==> src/rtl/dtmf_pkg.sv <==
package dtmf_pkg;

  typedef logic [1:0] tone_idx_t;

  localparam int unsigned NUM_TONES = 4;

  // grp 0: low band, grp 1: high band
  function automatic int unsigned tone_hz(input int unsigned grp, input int unsigned k);
    case (grp * 4 + k)
      0: return 697;
      1: return 770;
      2: return 852;
      3: return 941;
      4: return 1209;
      5: return 1336;
      6: return 1477;
      7: return 1633;
      default: return 1000;
    endcase
  endfunction

  // shortest accepted period (ceil)
  function automatic int unsigned band_lo(input int unsigned clk_hz, input int unsigned f,
                                          input int unsigned tol_pm);
    longint num, den;
    num = longint'(clk_hz) * 1000;
    den = longint'(f) * (1000 + tol_pm);
    return int'((num + den - 1) / den);
  endfunction

  // longest accepted period (floor)
  function automatic int unsigned band_hi(input int unsigned clk_hz, input int unsigned f,
                                          input int unsigned tol_pm);
    longint num, den;
    num = longint'(clk_hz) * 1000;
    den = longint'(f) * (1000 - tol_pm);
    return int'(num / den);
  endfunction

endpackage

==> src/rtl/dtmf_period_meter.sv <==
module dtmf_period_meter #(
  parameter int unsigned CNT_W = 13,
  parameter int unsigned TOUT  = 5268
) (
  input  logic             clk_i,
  input  logic             rst_ni,
  input  logic             pd_i,
  input  logic             tone_i,
  output logic             per_vld_o,
  output logic [CNT_W-1:0] per_o,
  output logic             tout_o
);

  logic [2:0]       sync_q;
  logic             rise;
  logic             armed_q;
  logic [CNT_W-1:0] cnt_q;

  always_ff @(posedge clk_i or negedge rst_ni) begin
    if (!rst_ni) sync_q <= '0;
    else         sync_q <= {sync_q[1:0], tone_i};
  end

  assign rise = sync_q[1] & ~sync_q[2];

  always_ff @(posedge clk_i or negedge rst_ni) begin
    if (!rst_ni) begin
      cnt_q     <= '0;
      armed_q   <= 1'b0;
      per_vld_o <= 1'b0;
      per_o     <= '0;
      tout_o    <= 1'b0;
    end else if (pd_i) begin
      cnt_q     <= '0;
      armed_q   <= 1'b0;
      per_vld_o <= 1'b0;
      tout_o    <= 1'b0;
    end else begin
      per_vld_o <= 1'b0;
      tout_o    <= 1'b0;
      if (rise) begin
        // first edge after idle only arms
        per_vld_o <= armed_q;
        per_o     <= cnt_q;
        cnt_q     <= CNT_W'(1);
        armed_q   <= 1'b1;
      end else if (armed_q) begin
        if (cnt_q == CNT_W'(TOUT)) begin
          tout_o  <= 1'b1;
          armed_q <= 1'b0;
          cnt_q   <= '0;
        end else begin
          cnt_q <= cnt_q + CNT_W'(1);
        end
      end
    end
  end

  p_period_range_r6: assert property (@(posedge clk_i) disable iff (!rst_ni)
    per_vld_o |-> (per_o != '0 && per_o <= CNT_W'(TOUT)));

  p_disarm_after_tout_r6: assert property (@(posedge clk_i) disable iff (!rst_ni)
    tout_o |=> !per_vld_o);

endmodule

==> src/rtl/dtmf_band_match.sv <==
module dtmf_band_match
  import dtmf_pkg::*;
#(
  parameter int unsigned GRP    = 0,
  parameter int unsigned CLK_HZ = 3579545,
  parameter int unsigned TOL_PM = 25,
  parameter int unsigned CNT_W  = 13
) (
  input  logic [CNT_W-1:0] per_i,
  output logic             hit_o,
  output tone_idx_t        idx_o
);

  logic [NUM_TONES-1:0] in_band;

  for (genvar k = 0; k < NUM_TONES; k++) begin : g_band
    localparam int unsigned LO = band_lo(CLK_HZ, tone_hz(GRP, k), TOL_PM);
    localparam int unsigned HI = band_hi(CLK_HZ, tone_hz(GRP, k), TOL_PM);
    assign in_band[k] = (per_i >= CNT_W'(LO)) && (per_i <= CNT_W'(HI));
  end

  // windows are disjoint, so the encoder order is irrelevant
  always_comb begin
    idx_o = '0;
    for (int k = 0; k < NUM_TONES; k++) begin
      if (in_band[k]) idx_o = tone_idx_t'(k);
    end
  end

  assign hit_o = |in_band;

endmodule

==> src/rtl/dtmf_group_track.sv <==
module dtmf_group_track
  import dtmf_pkg::*;
#(
  parameter int unsigned AVG_LEN = 8
) (
  input  logic      clk_i,
  input  logic      rst_ni,
  input  logic      pd_i,
  input  logic      per_vld_i,
  input  logic      hit_i,
  input  tone_idx_t idx_i,
  input  logic      tout_i,
  output logic      valid_o,
  output tone_idx_t idx_o
);

  localparam int unsigned RUN_W = $clog2(AVG_LEN + 1);

  logic [RUN_W-1:0] run_q;
  tone_idx_t        band_q;

  always_ff @(posedge clk_i or negedge rst_ni) begin
    if (!rst_ni) begin
      run_q  <= '0;
      band_q <= '0;
    end else if (pd_i) begin
      run_q  <= '0;
      band_q <= '0;
    end else if (tout_i) begin
      run_q <= '0;
    end else if (per_vld_i) begin
      if (!hit_i) begin
        run_q <= '0;
      end else if (idx_i == band_q) begin
        if (run_q != RUN_W'(AVG_LEN)) run_q <= run_q + RUN_W'(1);
      end else begin
        band_q <= idx_i;
        run_q  <= RUN_W'(1);
      end
    end
  end

  assign valid_o = (run_q == RUN_W'(AVG_LEN));
  assign idx_o   = band_q;

  p_run_bounded_r3: assert property (@(posedge clk_i) disable iff (!rst_ni)
    run_q <= RUN_W'(AVG_LEN));

  p_miss_clears_r4: assert property (@(posedge clk_i) disable iff (!rst_ni)
    (per_vld_i && !hit_i) |=> (run_q == '0));

  p_band_switch_r5: assert property (@(posedge clk_i) disable iff (!rst_ni)
    (!pd_i && !tout_i && per_vld_i && hit_i && idx_i != band_q)
      |=> (run_q == RUN_W'(1) && band_q == $past(idx_i)));

  p_tout_clears_r6: assert property (@(posedge clk_i) disable iff (!rst_ni)
    tout_i |=> !valid_o);

  p_miss_keeps_idx_r9: assert property (@(posedge clk_i) disable iff (!rst_ni)
    (!pd_i && (tout_i || (per_vld_i && !hit_i))) |=> $stable(band_q));

endmodule

==> src/rtl/dtmf_pair_classifier.sv <==
module dtmf_pair_classifier
  import dtmf_pkg::*;
#(
  parameter int unsigned CLK_HZ  = 3579545,
  parameter int unsigned TOL_PM  = 25,
  parameter int unsigned AVG_LEN = 8
) (
  input  logic       clk_i,
  input  logic       rst_ni,
  input  logic       pd_i,
  input  logic       low_tone_i,
  input  logic       high_tone_i,
  output logic [1:0] row_o,
  output logic [1:0] col_o,
  output logic       early_steer_o
);

  // low band has the longest periods; it sizes the shared counter width
  localparam int unsigned TOUT_MAX = band_hi(CLK_HZ, tone_hz(0, 0), TOL_PM) + 1;
  localparam int unsigned CNT_W    = $clog2(TOUT_MAX + 1);

  logic [1:0]       tone_in;
  logic [1:0]       per_vld;
  logic [1:0]       hit;
  logic [1:0]       tout;
  logic [1:0]       grp_valid;
  logic [CNT_W-1:0] per       [2];
  tone_idx_t        match_idx [2];
  tone_idx_t        grp_idx   [2];

  assign tone_in = {high_tone_i, low_tone_i};

  for (genvar g = 0; g < 2; g++) begin : g_grp
    localparam int unsigned TOUT_G = band_hi(CLK_HZ, tone_hz(g, 0), TOL_PM) + 1;

    dtmf_period_meter #(
      .CNT_W (CNT_W),
      .TOUT  (TOUT_G)
    ) u_meter (
      .clk_i     (clk_i),
      .rst_ni    (rst_ni),
      .pd_i      (pd_i),
      .tone_i    (tone_in[g]),
      .per_vld_o (per_vld[g]),
      .per_o     (per[g]),
      .tout_o    (tout[g])
    );

    dtmf_band_match #(
      .GRP    (g),
      .CLK_HZ (CLK_HZ),
      .TOL_PM (TOL_PM),
      .CNT_W  (CNT_W)
    ) u_match (
      .per_i (per[g]),
      .hit_o (hit[g]),
      .idx_o (match_idx[g])
    );

    dtmf_group_track #(
      .AVG_LEN (AVG_LEN)
    ) u_track (
      .clk_i     (clk_i),
      .rst_ni    (rst_ni),
      .pd_i      (pd_i),
      .per_vld_i (per_vld[g]),
      .hit_i     (hit[g]),
      .idx_i     (match_idx[g]),
      .tout_i    (tout[g]),
      .valid_o   (grp_valid[g]),
      .idx_o     (grp_idx[g])
    );
  end

  assign row_o         = grp_idx[0];
  assign col_o         = grp_idx[1];
  assign early_steer_o = &grp_valid;

  p_pd_quiet_r7: assert property (@(posedge clk_i) disable iff (!rst_ni)
    pd_i |=> !early_steer_o);

  p_est_after_sample_r8: assert property (@(posedge clk_i) disable iff (!rst_ni)
    $rose(early_steer_o) |-> $past(|per_vld));

endmodule

==> config.mk <==
export PLATFORM = sky130hd
export DESIGN_NAME = dtmf_pair_classifier
export DESIGN_NICKNAME = d
export VERILOG_FILES = /design/src/rtl/dtmf_pkg.sv /design/src/rtl/dtmf_period_meter.sv /design/src/rtl/dtmf_band_match.sv /design/src/rtl/dtmf_group_track.sv /design/src/rtl/dtmf_pair_classifier.sv
export SDC_FILE = /design/constraint.sdc
export NUM_CORES = 1
export LEC_CHECK = 0
export CORE_MARGIN = 3
export CORE_UTILIZATION = 45
export CTS_CLUSTER_SIZE = 28
export DETAILED_ROUTE_END_ITERATION = 10
export DONT_BUFFER_PORTS = 1
export GPL_TIMING_DRIVEN = 0
export PLACE_DENSITY = 0.69
export SYNTH_ARGS = -nofsm -noshare
export SYNTH_HDL_FRONTEND = slang
export SYNTH_SLANG_ARGS = --single-unit
==> constraint.sdc <==
create_clock -name clk_i -period 2.1 [get_ports clk_i]
set_input_delay 0.21 -clock clk_i [delete_from_list [all_inputs] [get_ports clk_i]]
set_output_delay 0.21 -clock clk_i [all_outputs]
set_load 0.05 [all_outputs]
==> impl_metrics.yaml <==
route:
  first_pass_iters: 4
  post_drt_wl_per_cell_um: 15.7
  wirelength_um: 9030
  avgViaCountPerCell: 5.95
  drc: 0
  num_vias: 3416
  ant_nets: 0
  drt_iter0_drc: 244
worst_setup_path:
  critPathCaptureType: "flop"
  startpoint: "g_grp[0].u_meter.per_o[1]"
  required_ns: 2.33
  path_class: "flop to flop"
  start_kind: "flop"
  worst_path_max_delay_cell: "or4b_4"
  crit_fanout: 6
  r2r-start: "g_grp[0].u_meter.per_o[1]"
  path_delay_family: "compound AO/OA/AOI/OAI gates"
  max_stage_delay_ns: 0.49
  crit_chain: "a211o_1 > or4b_4 > o211a_1 > nor4_4 > nor3_4 > a32oi_1 > o21ai_2"
  path_buf_inv: 0
  crit_arrival_ns: 2.40
min_path:
  hp-start: "pd_i"
  hold_path.class: "input pin to flop"
finish:
  multi_input_comb_area_um2: 2290
  regArea_um2: 1920
  design_area_um2: 4830
  n_antenna_cell: 0
  area_growth_pct: 16.4
  fillers: 771
  layout.nets: 474
  fin_util_pct: 54.6
  drive_above_1_share_pct: 24.0
logic_synthesis:
  ys_ff_latch: 76
  synth-edff-count: 0
  yosysWarningCount: 0
  synth-main-ff-cell: "dfrtp_1"
  ys_types: 72
  async_flop_share_pct: 100
  syn_inst: 428
  yosys-top-cells-count: "dfrtp_1 (76), nor2_1 (48), nand2_1 (38)"
  synthMostInstantiatedCell: "dfrtp_1"
  synthesis.nets: 441
  yosysTopAreaCell: "dfrtp_1"
  synthTopCellsByArea: "dfrtp_1 (46%), mux2_2 (6.8%), nor2_1 (4.3%)"
  netlist.area_leader.share_pct: 45.8
  syn-cell-area_um2: 4150
  syn_area_per_cell_um2: 9.70
  synth-seq-area-share_pct: 45.8
sta:
  hold_viol: 0
  setup_viol: 4
  fin_hold_ws_ns: 0.109
  min_period_over_period_pct: 103
  setup_slack_ns: -0.0651
  relSlewSlack_pct: 59.9
  tightest_slew_ns: 0.598
  fin_crit_ns: 2.17
  max_freq_ghz: 0.462
  fin_skew_ns: 0.0147
  finalMaxSlewViolations: 0
  rsz0062_at_grt: "true"
  totalNegativeSetupSlack_ns: -0.135
grt:
  grt_pass1_wl_um: 14900
  antenna_found_initial: 0
  grt_pass1_vias: 3107
  grt.total_usage_pct: 17.7
  overflow: 0
  grt_max_degree: 77
power_and_ir_drop:
  clock_power_share_pct: 39.3
  intPower_mw: 2.03
  ir_drop_v: 0.000280
  p_switching_uw: 739
  leakage_nw: 2.05
  p_per_area_nw_per_um2: 573
  power_mw: 2.77
  power_frac_seq_pct: 54.7
  p_comb_share_pct: 6.0
  p_sw_share_pct: 26.7
die:
  dieArea_um2: 10400
  core_um2: 8850
  num_rows: 34
  start_util_pct: 46.9
  die_w_um: 102
  dieHeight_um: 102
  ioPinCount: 10
clock_tree:
  clk_latency_ns: 0.36
  cts_buffers: 9
  clock_path_buffers: 2
  cts.clk_slew.worst_paths_ns: 0.08
  root_buffer: "clkbuf_8"
  cts_max_level: 3
  cts_sinks: 76
  cts_tree: "done"
placement:
  hpwl_um: 5810
  gp_congestion: 0.852
  port_buffers: 0
  post_dp_cell_area_um2: 4290
status:
  status: "complete, but fails checks"
  violations: "setup timing"
run:
  drv_cap: 0
-- through the flow --
step	setup slack, ns	instances
floorplan	0.00206	428
global placement	-0.156	536
detailed placement	-0.180	536
CTS	-0.00308	567
global route	-0.150	574
finish	-0.0651	574
-- final cells by class --
| type | count | share of cell area (%) |
|---|---|---|
| Sequential cell | 76 | 39.6 |
| Multi-Input combinational cell | 326 | 47.3 |
| Clock inverter | 6 | 1.06 |
| Tap cell | 108 | 2.80 |
| Buffer | 9 | 0.828 |
| Timing Repair Buffer | 25 | 4.45 |
| Clock buffer | 10 | 2.85 |
| Inverter | 14 | 1.09 |
-- logic make-up (layout without fill, tap and decap cells) --
group                    count (synthesis)  count (layout)  synth area share [%]
AO/OA/AOI/OAI                          101             101                  16.3
XOR/XNOR                                10              10                  2.11
adder cells (fa/ha/maj)                  8               8                  2.41
buffers and inverters                   26              64                  2.50
flip-flops                              76              76                  45.8
multiplexers                            26              26                  7.02
AND/OR/NAND/NOR                        181             181                  23.9
-- repair_timing --
action                                  in CTS  in global routing
gates resized for setup                     20                 24
setup buffers                               13                  8
pin swaps                                   11                 15
hold endpoints to repair                    78                  0
hold buffers                                 4                  0
endpoints found under the setup margin      11                 17
-- power groups by stage --
stage                     registers (mW)  clock network (mW)  logic, mW
after floorplan                     1.53                   0     0.0860
final                               1.52                1.09      0.165
after global placement              1.54                   0      0.105
after global routing                1.52                1.17      0.186
after CTS                           1.51                1.10      0.163
after detailed placement            1.54                   0      0.107
-- metal layers --
metal  part of all wire, %  GRT usage [%]  wire [um]
met5                     0              0          0
met4                   1.5           5.85        136
met3                   2.7           2.87        247
met2                    45           26.6       4100
met1                    50           26.2       4540
-- worst register-to-register path, cell delays in order (launching register included) --
cell,delay [ns]
dfrtp_1,0.39
a211o_1,0.32
or4b_4,0.49
o211a_1,0.15
nor4_4,0.23
nor3_4,0.10
a32oi_1,0.27
o21ai_2,0.08
-- placed cells by master (no fill, tap or decap), types with 3 or more instances in the layout --
master         instances
nand3_1               10
nand4b_1               3
buf_4                 21
o31ai_1                5
nor4_1                 3
nand2b_1               6
dfrtp_2               11
nor2_1                48
xnor2_1                3
o211ai_1               6
a22oi_1                3
ha_1                   8
clkbuf_8              10
nand4_1                5
a21oi_2                4
a21oi_1               18
nor3_4                 3
o21ai_1                5
nand3b_1               3
clkbuf_1               6
inv_1                 13
o22ai_1                3
o21ai_0               21
dfrtp_1               65
o22ai_2                3
nor3_1                14
inv_6                  4
nor2b_1                6
o21ai_2                3
dlygate4sd3_1          3
and3_1                13
mux2_2                25
nand2_1               38
nor3b_1                3
xor2_1                 7
-- path summary, 6_finish.rpt --
check                                             endpoint  slack (ns)  depth (start not counted)
worst max-delay path             g_grp[0].u_track.run_q[1]       -0.07                          7
worst min-delay path            g_grp[1].u_meter.per_vld_o        0.11                          2
worst max register to register   g_grp[0].u_track.run_q[1]       -0.07                          7
worst min register to register  g_grp[0].u_meter.sync_q[1]        0.35                          0
max in group asynchronous       g_grp[1].u_meter.per_o[12]        1.36                          2
min in group asynchronous        g_grp[0].u_meter.per_o[7]        0.40                          2
-- registers in the layout, indices dropped and copies added (netlist names) --
signal                   cells
g_grp.u_track.idx_o          4
g_grp.u_meter.per_vld_o      2
g_grp.u_meter.sync_q         6
g_grp.u_meter.per_o         26
g_grp.u_meter.armed_q        2
g_grp.u_track.run_q          8
g_grp.u_meter.cnt_q         26
g_grp.u_meter.tout_o         2
Power figures use the tool's default switching activity.
